[src/rtl/dds_wl_pkg.sv]
package dds_wl_pkg;
  typedef enum logic [1:0] {
    ADR_CTRL = 2'b00,
    ADR_FRQ0 = 2'b01,
    ADR_FRQ1 = 2'b10,
    ADR_PHS  = 2'b11
  } adr_e;

  localparam int HALF_W   = 14;
  localparam int PHASE_W  = 12;
  localparam int PAIR_BIT = 13;
  localparam int HSEL_BIT = 12;
  localparam int RSV_BIT  = 9;
  localparam int PSEL_BIT = 13;
endpackage

[src/rtl/dds_wl_decode.sv]
module dds_wl_decode #(
  parameter int HALF_W = dds_wl_pkg::HALF_W,
  localparam int WORD_W = HALF_W + 2
) (
  input  logic              wr_valid,
  input  logic [WORD_W-1:0] wr_word,
  output logic              hit_ctrl,
  output logic              hit_freq,
  output logic              hit_phase,
  output logic              freq_idx,
  output logic [HALF_W-1:0] payload
);
  import dds_wl_pkg::*;

  adr_e adr;

  always_comb begin
    adr       = adr_e'(wr_word[WORD_W-1 -: 2]);
    payload   = wr_word[HALF_W-1:0];
    hit_ctrl  = wr_valid && (adr == ADR_CTRL);
    hit_freq  = wr_valid && ((adr == ADR_FRQ0) || (adr == ADR_FRQ1));
    hit_phase = wr_valid && (adr == ADR_PHS);
    freq_idx  = (adr == ADR_FRQ1);
  end
endmodule

[src/rtl/dds_wl_freq.sv]
module dds_wl_freq #(
  parameter int HALF_W = dds_wl_pkg::HALF_W,
  parameter int N_REG  = 2,
  localparam int FREQ_W = 2 * HALF_W,
  localparam int IDX_W  = (N_REG > 1) ? $clog2(N_REG) : 1
) (
  input  logic                        clk,
  input  logic                        rst,
  input  logic                        wr,
  input  logic [IDX_W-1:0]            idx,
  input  logic [HALF_W-1:0]           payload,
  input  logic                        pair_mode,
  input  logic                        hsel,
  input  logic                        clr_pend,
  output logic [N_REG-1:0][FREQ_W-1:0] freq_q,
  output logic                        pend_q,
  output logic [IDX_W-1:0]            pend_idx_q,
  output logic                        ev_stage,
  output logic                        ev_full,
  output logic                        ev_half
);
  logic [HALF_W-1:0] lsb_q;

  function automatic logic [FREQ_W-1:0] join_halves(
    input logic [HALF_W-1:0] hi, input logic [HALF_W-1:0] lo);
    return {hi, lo};
  endfunction

  function automatic logic [FREQ_W-1:0] put_half(
    input logic [FREQ_W-1:0] old, input logic [HALF_W-1:0] val, input logic upper);
    return upper ? {val, old[HALF_W-1:0]} : {old[FREQ_W-1:HALF_W], val};
  endfunction

  always_comb begin
    ev_full  = wr && pair_mode && pend_q && (pend_idx_q == idx);
    ev_stage = wr && pair_mode && !ev_full;
    ev_half  = wr && !pair_mode;
  end

  always_ff @(posedge clk) begin
    if (rst) begin
      pend_q     <= 1'b0;
      pend_idx_q <= '0;
      lsb_q      <= '0;
    end else if (clr_pend) begin
      pend_q <= 1'b0;
    end else if (ev_stage) begin
      pend_q     <= 1'b1;
      pend_idx_q <= idx;
      lsb_q      <= payload;
    end else if (ev_full) begin
      pend_q <= 1'b0;
    end
  end

  for (genvar g = 0; g < N_REG; g++) begin : g_reg
    always_ff @(posedge clk) begin
      if (rst)
        freq_q[g] <= '0;
      else if (ev_full && (idx == IDX_W'(g)))
        freq_q[g] <= join_halves(payload, lsb_q);
      else if (ev_half && (idx == IDX_W'(g)))
        freq_q[g] <= put_half(freq_q[g], payload, hsel);
    end
  end
endmodule

[src/rtl/dds_wl_phase.sv]
module dds_wl_phase #(
  parameter int HALF_W  = dds_wl_pkg::HALF_W,
  parameter int PHASE_W = dds_wl_pkg::PHASE_W,
  parameter int SEL_BIT = dds_wl_pkg::PSEL_BIT
) (
  input  logic                   clk,
  input  logic                   rst,
  input  logic                   wr,
  input  logic [HALF_W-1:0]      payload,
  output logic [1:0][PHASE_W-1:0] phase_q
);
  for (genvar g = 0; g < 2; g++) begin : g_ph
    always_ff @(posedge clk) begin
      if (rst)
        phase_q[g] <= '0;
      else if (wr && (payload[SEL_BIT] == 1'(g)))
        phase_q[g] <= payload[PHASE_W-1:0];
    end
  end
endmodule

[src/rtl/dds_word_loader.sv]
module dds_word_loader #(
  parameter int HALF_W  = dds_wl_pkg::HALF_W,
  parameter int PHASE_W = dds_wl_pkg::PHASE_W,
  localparam int WORD_W = HALF_W + 2,
  localparam int FREQ_W = 2 * HALF_W
) (
  input  logic               clk,
  input  logic               rst,
  input  logic               wr_valid,
  input  logic [WORD_W-1:0]  wr_word,
  output logic [WORD_W-1:0]  ctrl_word,
  output logic [FREQ_W-1:0]  freq0,
  output logic [FREQ_W-1:0]  freq1,
  output logic [PHASE_W-1:0] phase0,
  output logic [PHASE_W-1:0] phase1
);
  import dds_wl_pkg::*;

  logic              hit_ctrl, hit_freq, hit_phase, freq_idx;
  logic [HALF_W-1:0] payload;
  logic [WORD_W-1:0] ctrl_q;
  logic              clr_pend, pend_q, pend_idx_q;
  logic              ev_stage, ev_full, ev_half;
  logic [1:0][FREQ_W-1:0]  freq_q;
  logic [1:0][PHASE_W-1:0] phase_q;

  function automatic logic [WORD_W-1:0] scrub_ctrl(input logic [HALF_W-1:0] p);
    logic [HALF_W-1:0] m;
    m = p;
    m[RSV_BIT] = 1'b0;
    return {2'b00, m};
  endfunction

  dds_wl_decode #(.HALF_W(HALF_W)) u_dec (
    .wr_valid (wr_valid),
    .wr_word  (wr_word),
    .hit_ctrl (hit_ctrl),
    .hit_freq (hit_freq),
    .hit_phase(hit_phase),
    .freq_idx (freq_idx),
    .payload  (payload)
  );

  assign clr_pend = hit_ctrl && (payload[PAIR_BIT] != ctrl_q[PAIR_BIT]);

  always_ff @(posedge clk) begin
    if (rst)           ctrl_q <= '0;
    else if (hit_ctrl) ctrl_q <= scrub_ctrl(payload);
  end

  dds_wl_freq #(.HALF_W(HALF_W), .N_REG(2)) u_frq (
    .clk       (clk),
    .rst       (rst),
    .wr        (hit_freq),
    .idx       (freq_idx),
    .payload   (payload),
    .pair_mode (ctrl_q[PAIR_BIT]),
    .hsel      (ctrl_q[HSEL_BIT]),
    .clr_pend  (clr_pend),
    .freq_q    (freq_q),
    .pend_q    (pend_q),
    .pend_idx_q(pend_idx_q),
    .ev_stage  (ev_stage),
    .ev_full   (ev_full),
    .ev_half   (ev_half)
  );

  dds_wl_phase #(.HALF_W(HALF_W), .PHASE_W(PHASE_W), .SEL_BIT(PSEL_BIT)) u_phs (
    .clk    (clk),
    .rst    (rst),
    .wr     (hit_phase),
    .payload(payload),
    .phase_q(phase_q)
  );

  assign ctrl_word = ctrl_q;
  assign freq0     = freq_q[0];
  assign freq1     = freq_q[1];
  assign phase0    = phase_q[0];
  assign phase1    = phase_q[1];
endmodule

[config.mk]
export PLATFORM = sky130hd
export DESIGN_NAME = dds_word_loader
export DESIGN_NICKNAME = d
export VERILOG_FILES = /design/src/rtl/dds_wl_pkg.sv /design/src/rtl/dds_wl_decode.sv /design/src/rtl/dds_wl_freq.sv /design/src/rtl/dds_wl_phase.sv /design/src/rtl/dds_word_loader.sv
export SDC_FILE = /design/constraint.sdc
export NUM_CORES = 1
export LEC_CHECK = 0
export CAP_MARGIN = 20
export CORE_MARGIN = 2
export CORE_UTILIZATION = 46
export CTS_BUF_LIST = sky130_fd_sc_hd__clkbuf_4 sky130_fd_sc_hd__clkbuf_8
export DETAILED_ROUTE_END_ITERATION = 7
export GPL_TIMING_DRIVEN = 1
export PLACE_DENSITY = 0.84
export SLEW_MARGIN = 20
export SYNTH_ARGS = -nofsm -noshare
export SYNTH_HDL_FRONTEND = slang
export SYNTH_SLANG_ARGS = --single-unit
[constraint.sdc]
create_clock -name clk -period 1.6 [get_ports clk]
set_input_delay 0.24 -clock clk [delete_from_list [all_inputs] [get_ports clk]]
set_output_delay 0.24 -clock clk [all_outputs]
set_load 0.01 [all_outputs]
==> results of run 1 <==
## metrics by stage
step	power, mW	cells	hold slack (ns)	worst slack (ns)
finish	5.12	728	0.316	0.0362
global route	5.31	728	0.336	0.0118
CTS	5.15	728	0.310	0.0145
detailed placement	3.52	711	0.450	-0.540
global placement	3.50	711	0.441	-0.467
floorplan	3.19	477	0.376	0.00783
## power by group
part | total, mW | switching (mW) | internal, mW
logic | 0.641 | 0.316 | 0.325
registers | 2.83 | 0.0488 | 2.79
clock network | 1.65 | 1.03 | 0.620
total | 5.12 | 1.39 | 3.73
## timing repair
action	CTS	global route
resized for setup	13	3
setup endpoints to repair	45	3
gates cloned	1	0
pin swaps	1	0
## worst register-to-register path, cell delays in order, from the launching register on
cell	delay, ns
dfxtp_1	0.33
or2_4	0.26
or3_4	0.39
buf_4	0.17
o221a_1	0.24
## how the worst max path moves through the flow
stage	end	cells after the start
2_1_floorplan	u_frq.freq_q[10]	7
3_3_place_gp	u_frq.freq_q[5]	7
3_5_place_dp	u_frq.freq_q[10]	7
4_1_cts	freq1[5]	1
5_1_grt	freq1[3]	1
6_report	freq1[6]	1
## layout make-up
cell class	instances	share of cell area
Sequential cell	109	0.353
Inverter	19	0.0115
Clock buffer	9	0.0200
Tap cell	133	0.0269
Multi-Input combinational cell	305	0.337
Timing Repair Buffer	146	0.240
Clock inverter	7	0.0115
## sequential cells by signal, summed over array words and instances (netlist names)
signal,cells
u_phs.phase_q,24
ctrl_word,13
u_frq.freq_q,56
u_frq.lsb_q,14
u_frq.pend_idx_q,1
u_frq.pend_q,1
## synth_stat cells
master / count / share of area
nor2_1: 13 / 0.011
o32ai_1: 1 / 0.0019
nand2b_1: 58 / 0.080
clkbuf_1: 15 / 0.012
nor3_1: 14 / 0.015
a31oi_1: 14 / 0.019
a21o_1: 1 / 0.0016
nand4_1: 1 / 0.0014
buf_6: 3 / 0.0074
and3_1: 1 / 0.0014
inv_1: 19 / 0.016
nor4_1: 2 / 0.0027
a21oi_1: 42 / 0.046
o221a_1: 28 / 0.069
mux2i_1: 54 / 0.12
nand3_1: 5 / 0.0055
ha_1: 3 / 0.0082
buf_4: 10 / 0.016
nand2_1: 51 / 0.042
dfxtp_1: 109 / 0.48
and4_1: 1 / 0.0019
a31o_1: 1 / 0.0019
xor2_1: 1 / 0.0019
conb_1: 1 / 0.00082
buf_2: 12 / 0.013
a21oi_2: 2 / 0.0038
buf_1: 4 / 0.0033
o2111ai_4: 1 / 0.0058
and2_1: 3 / 0.0041
or3_1: 1 / 0.0014
or2_4: 1 / 0.0019
nand3b_1: 3 / 0.0049
## cells by family after synthesis
logic type	synth area share
DFF	0.479
other	0.000823
AOI/OAI and AO/OA	0.150
muxes	0.119
and+or+nand+nor	0.173
buffers and inverters	0.0684
xor gates and xnor gates	0.00192
adders and majority gates	0.00824
## per-layer routing
layer / vias to the layer above / wire length [um]
met3: 32 / 798
met5: - / 0
li1: 1860 / -
met1: 1892 / 5250
met4: 0 / 353
met2: 186 / 6180
==> flow_metrics.tcl, run 1 <==
set metrics [dict create \
    dieWidth_um 104 \
    grt_max_degree 66 \
    multi_input_comb_area_um2 2090 \
    vias 3970 \
    setup_tns_ns 0 \
    grtUsageMet1 0.297 \
    rsz0062_at_grt "no" \
    fp-row-count 36 \
    crit_chain "clkdlybuf4s50_1" \
    htree_levels 3 \
    cts_tree "done" \
    critical_path.max_stage_delay_ns 0.56 \
    via_per_inst 5.45 \
    final_layout_size_suffix_gt1_frac 0.108 \
    drc 0 \
    postCtsHoldBufs 0 \
    ys_types 32 \
    crit_start "u_frq.freq_q[34]" \
    dp_hpwl_um 9010 \
    finalCriticalPeriod_ns 1.56 \
    whs_endpoint "u_phs.phase_q[4]" \
    hold_path.startpoint "rst" \
    syn_area_um2 4550 \
    cts.sinks 109 \
    grt-ovfl-total 0 \
    gr-usage-met3 0.0371 \
    drv_slew 0 \
    final_cell_mix "107 x dfxtp_1, 104 x clkdlybuf4s50_1, 58 x nand2b_1" \
    min_path_cells 3 \
    diodes 0 \
    die-area_um2 10700 \
    drv_cap 0 \
    placed_area_um2 5960 \
    final_util 0.639 \
    syn_to_final_growth_pct 36.0 \
    core_um2 9680 \
    grt_pass1_wl_um 20300 \
    final-hold-violation-count 0 \
    cts-root-buf "clkbuf_8" \
    fmax_ghz 0.639 \
    slowest_stage "clkdlybuf4s50_1" \
    antenna_found_initial 0 \
    worstReg2RegStart "ctrl_word[13]" \
    setup_viol 0 \
    initial_utilization 0.470 \
    place_congestion 0.873 \
    start_kind "flop" \
    timing.setup.critical_path_class "flop to output pin" \
    synth-seq-area-share 0.479 \
    io_pins 115 \
    nFillCells 771 \
    clk_path_buf_depth 2 \
    skew_ns 0.0115 \
    dieHeight_um 104 \
    layout_commonest_cell "dfxtp_1" \
    r2r_cells 4 \
    ys_seq_elements 109 \
    cellLeakagePower_nw 2.47 \
    first_pass_iters 5 \
    path_clk_slew_ns 0.11 \
    status "complete, no violations" \
    grt-busiest-layer "met2" \
    worstPathRequired_ns 1.36 \
    r2r_end "u_frq.freq_q[12]" \
    hold_class "primary input to flop" \
    cts_setup_buffers 0 \
    rrSetupSlack_ns 0.11 \
    grt_pass1_vias 3913 \
    synth_cells 475 \
    wire_per_inst_um 17.3 \
    seq_area_um2 2180 \
    finalCritPeriodShare 0.977 \
    grt.total_usage 0.234 \
    crit_buf_inv 1 \
    final_antenna_net_count 0 \
    fin_area_um2 6190 \
    critPathCaptureType "output pin" \
    avgSynthCellArea_um2 9.59 \
    grt_use_met2 0.403 \
    worstSkewPairLatency_ns 0.37 \
    worstPathArrival_ns 1.32 \
    nNetsFinal 612 \
    drt_iter0_markers 247 \
    power_density_nw_per_um2 827 \
    irDropWorstVdd_mv 0.585 \
    drt_wl_total_um 12600 \
    yosysWarnings 0 \
    cts_buffers 9 \
    io_buffers 111 \
    worstPathMaxFanout 2 \
    path_delay_family "buffers and inverters" \
]
(Power assumes the default switching activity.)
==> run 2, diff against run 1 <==
Settings changed: CORE_MARGIN 2 to 1.5.
==> run 2 against run 1 <==
  * Die area fell by 1.9%
  * Clock power up 13%
  * Non-clock buffer count shrank 3
  * Critical path type unchanged
  * Sequential power barely moved
  * Highest routed layer unchanged
==> flow_metrics.tcl, run 2 (synthesis results as in run 1) <==
set metrics [dict create \
    crit_cells 1 \
    r2r_end "u_frq.freq_q[9]" \
    largest_reg_flops 56 \
    dieWidth_um 103 \
    hold_path.startpoint "rst" \
    rrSetupSlack_ns 0.15 \
    start_kind "flop" \
    cts.sinks 109 \
    dieHeight_um 103 \
    top_regs "u_frq.freq_q: 56 flops, u_phs.phase_q: 24 flops, u_frq.lsb_q: 14 flops" \
    slowest_stage "clkdlybuf4s50_1" \
    vias 3971 \
    worstReg2RegStart "ctrl_word[13]" \
    setup_viol 0 \
    syn_to_final_growth_pct 36.9 \
    io_buffers 111 \
    hold_class "primary input to flop" \
    place_congestion 0.863 \
    finalCriticalPeriod_ns 1.56 \
    io_pins 115 \
    path_clk_slew_ns 0.10 \
    grt_pass1_vias 3902 \
    fmax_ghz 0.640 \
    worstPathRequired_ns 1.36 \
    final_antenna_net_count 0 \
    skew_ns 0.00884 \
    min_path_cells 3 \
    status "complete, no violations" \
    place_ws_ns -0.535 \
    worstSkewPairLatency_ns 0.38 \
    r2r_cells 4 \
    nFillCells 779 \
    total_power_mw 5.36 \
    worstPathArrival_ns 1.32 \
    grt.total_usage 0.246 \
    whs_endpoint "u_frq.freq_q[26]" \
    critical_path.max_stage_delay_ns 0.55 \
    seq_area_um2 2180 \
    timing.setup.critical_path_class "flop to output pin" \
    first_pass_iters 5 \
    cts-root-buf "clkbuf_8" \
    finalCritPeriodShare 0.977 \
    crit_buf_inv 1 \
    wire_per_inst_um 17.5 \
    critPathCaptureType "output pin" \
    cts_buffers 9 \
    rsz0062_at_grt "no" \
    drc 0 \
    irDropWorstVdd_mv 0.562 \
    clk_path_buf_depth 2 \
    nNetsFinal 609 \
    setup_slack_ns 0.0363 \
    power_density_nw_per_um2 859 \
    grt_pass1_wl_um 19600 \
    layout_commonest_cell "dfxtp_1" \
    drv_slew 0 \
    final_cell_mix "108 x dfxtp_1, 104 x clkdlybuf4s50_1, 58 x nand2b_1" \
    antenna_found_initial 0 \
    grt_max_degree 37 \
    regMostFlops "u_frq.freq_q" \
    drt_iter0_markers 280 \
    cellLeakagePower_nw 2.48 \
    final-hold-violation-count 0 \
    setup_tns_ns 0 \
    multi_input_comb_area_um2 2100 \
    fp-row-count 36 \
    grt-ovfl-total 0 \
    via_per_inst 5.48 \
    crit_chain "clkdlybuf4s50_1" \
    cts_tree "done" \
    initial_utilization 0.470 \
    drv_cap 0 \
    postCtsHoldBufs 0 \
    final_cell_count_no_fill 725 \
    drt_wl_total_um 12700 \
    worstPathMaxFanout 2 \
    diodes 0 \
    hold_ws_ns 0.402 \
    die-area_um2 10500 \
    path_delay_family "buffers and inverters" \
    final_layout_size_suffix_gt1_frac 0.105 \
    place_inst 708 \
    htree_levels 3 \
    dp_hpwl_um 8870 \
    core_um2 9680 \
]
## run 2: metal layers
metal  global-route usage  vias up  share of wire
met4                0.111        0          0.026
met3               0.0373       29          0.058
li1                     -     1861              -
met1                0.306     1922           0.42
met2                0.422      159           0.49
met5                    0        -              0
## run 2: metrics by stage
stage / util / area (um2)
after global placement: 0.615 / 5950
after detailed placement: 0.615 / 5950
after floorplan: - / 4560
final: 0.644 / 6230
after CTS: 0.642 / 6220
after global routing: 0.644 / 6230
## run 2: layout make-up
class	instances	area share
Clock buffer	10	0.0211
Clock inverter	6	0.0155
Inverter	19	0.0114
Multi-Input combinational cell	305	0.337
Sequential cell	109	0.350
Tap cell	133	0.0267
Timing Repair Buffer	143	0.238
## run 2: report_power, final
part	internal [mW]	total, mW	switching [mW]
clock	0.916	1.87	0.959
combinational	0.329	0.650	0.320
sequential	2.78	2.83	0.0482
total	4.03	5.36	1.33
## run 2: what timing repair did
action | in CTS | in global routing
gates resized for setup | 13 | 6
pin swaps | 1 | 1
setup buffers | 0 | 0
cloned | 1 | 0
endpoints found under the setup margin | 34 | 53
endpoints found under the hold margin | 0 | 0
## run 2: how the worst max path moves through the flow
| stage | slack, ns | startpoint | to |
|---|---|---|---|
| finish | 0.04 | u_frq.freq_q[35] | freq1[7] |
| global route | 0.0004 | u_frq.freq_q[35] | freq1[7] |
| CTS | 0.002 | wr_word[15] | u_frq.freq_q[6] |
| detailed placement | -0.54 | wr_word[14] | u_frq.freq_q[7] |
| global placement | -0.47 | wr_word[14] | u_frq.freq_q[7] |
| floorplan | 0.008 | wr_word[14] | u_frq.freq_q[10] |
==> run 3, diff against run 2 <==
Settings changed: CORE_UTILIZATION 46 to 48, DONT_BUFFER_PORTS set to 1, PLACE_DENSITY 0.84 to 0.7.
Clock period 1.6 ns to 1.3 ns, I/O delays scaled along.
==> run 3 against run 2 <==
  * The run now ends with setup timing left
  * Sequential power rose by 25%
  * First-iteration DRC count down 19%
  * Wire length increased by 5.9%
  * Clock skew increased by 0.0058 ns
  * Largest cell class unchanged
  * Critical endpoint is now u_frq.freq_q[10]
  * Design area fell by 9.4%
==> flow_metrics.tcl, run 3 (synthesis results as in run 1) <==
set metrics [dict create \
    final-hold-violation-count 0 \
    nNetsFinal 539 \
    grt_pass1_wl_um 19600 \
    timing.setup.critical_path_class "flop to flop" \
    initial_utilization 0.493 \
    finalCritPeriodShare 1.12 \
    htree_levels 3 \
    p_sw_frac 0.253 \
    grt_pass1_vias 3526 \
    finalCriticalPeriod_ns 1.45 \
    top_regs "u_frq.freq_q: 56 flops, u_phs.phase_q: 24 flops, u_frq.lsb_q: 14 flops" \
    setup_slack_ns -0.152 \
    drt_iter0_markers 228 \
    hold_class "primary input to flop" \
    worstPathRequired_ns 1.56 \
    p_int_mw 4.67 \
    layout_commonest_cell "dfxtp_1" \
    hold_ws_ns 0.00965 \
    drv_cap 0 \
    clk_path_buf_depth 2 \
    fp-row-count 35 \
    dp_hpwl_um 7740 \
    wire_per_inst_um 20.6 \
    core_um2 9240 \
    drt_wl_total_um 13400 \
    status "finished with violations" \
    via_per_inst 5.62 \
    final_cell_count_no_fill 651 \
    worstPathMaxFanout 7 \
    final_layout_size_suffix_gt1_frac 0.142 \
    total_power_mw 6.25 \
    start_kind "flop" \
    grt.total_usage 0.256 \
    diodes 0 \
    worstPathArrival_ns 1.71 \
    setup_viol 35 \
    cts.sinks 109 \
    drc 0 \
    final_cell_mix "106 x dfxtp_1, 57 x nand2b_1, 54 x mux2i_1" \
    die-area_um2 10100 \
    violations "setup timing" \
    setup_tns_ns -3.17 \
    io_pins 115 \
    drv_slew 0 \
    cellLeakagePower_nw 2.28 \
    p_comb_frac 0.088 \
    vias 3656 \
    cts_buffers 9 \
    io_buffers 0 \
    p_seq_frac 0.566 \
    cts-root-buf "clkbuf_8" \
    antenna_found_initial 0 \
    place_inst 581 \
    grt_max_degree 60 \
    cts_tree "done" \
    dieWidth_um 100 \
    power_density_nw_per_um2 1110 \
    grt-ovfl-total 0 \
    skew_ns 0.0146 \
    regMostFlops "u_frq.freq_q" \
    largest_reg_flops 56 \
    irDropWorstVdd_mv 0.555 \
    first_pass_iters 5 \
    power.switching_mw 1.58 \
    worstSkewPairLatency_ns 0.37 \
    fmax_ghz 0.689 \
    rsz0062_at_grt "yes" \
    dieHeight_um 100 \
    final_antenna_net_count 0 \
    p_clk_frac 0.345 \
    path_clk_slew_ns 0.11 \
    critPathCaptureType "flop" \
    place_congestion 0.813 \
    syn_to_final_growth_pct 24.0 \
]
==> run 3: per-layer routing <==
metal | routed length (um) | up-vias | track usage | share of wire
met5 | 0 | - | 0 | 0
met4 | 150 | 0 | 0.0628 | 0.011
met3 | 1170 | 14 | 0.0877 | 0.087
met2 | 6460 | 129 | 0.427 | 0.48
met1 | 5650 | 1794 | 0.317 | 0.42
li1 | - | 1719 | - | -
==> run 3: final timing paths <==
kind                  startpoint  depth (start not counted)                to  slack [ns]
setup / recovery   ctrl_word[13]                          4  u_frq.freq_q[10]       -0.15
hold / removal        wr_word[6]                          1   u_frq.freq_q[6]        0.01
setup reg to reg   ctrl_word[13]                          4  u_frq.freq_q[10]       -0.15
hold reg to reg   u_frq.lsb_q[0]                          2    u_frq.lsb_q[0]        0.50
==> run 3: worst max-delay path, cell delays in order, from the launching register on <==
cell and delay (ns):
dfxtp_2 0.34, or2_4 0.25, or3_4 0.35, buf_6 0.15, o221a_1 0.25
==> run 3: repair_timing <==
item	CTS	global route
resized for setup	13	12
pin swaps	5	6
setup endpoints to repair	70	75
gates cloned	2	4
hold buffers	36	4
endpoints found under the hold margin	76	5
buffers inserted	0	8
==> run 3: layout make-up <==
type                    count  area [um2]
flip-flops and latches    109        2190
inverters                  19        86.3
clock buffers              10         138
clock inverters             6        68.8
well taps                 129         161
fillers                   774        3590
multi-input cells         305        2180
repair buffers             73         822
==> run 3: per-stage QoR <==
step | util | setup WS, ns | cell area [um2]
CTS | 0.585 | -0.132 | 5410
finish | 0.611 | -0.152 | 5650
global route | 0.611 | -0.196 | 5650
detailed placement | 0.518 | -0.145 | 4780
global placement | 0.518 | -0.124 | 4780
floorplan | - | -0.198 | 4690
==> run 3: power by group through the flow <==
| stage | registers (mW) | clock network, mW | logic (mW) |
|---|---|---|---|
| floorplan | 3.59 | 0 | 0.367 |
| detailed placement | 3.62 | 0 | 0.383 |
| finish | 3.54 | 2.16 | 0.552 |
| global placement | 3.62 | 0 | 0.371 |
| global route | 3.55 | 2.34 | 0.595 |
| CTS | 3.54 | 2.20 | 0.512 |
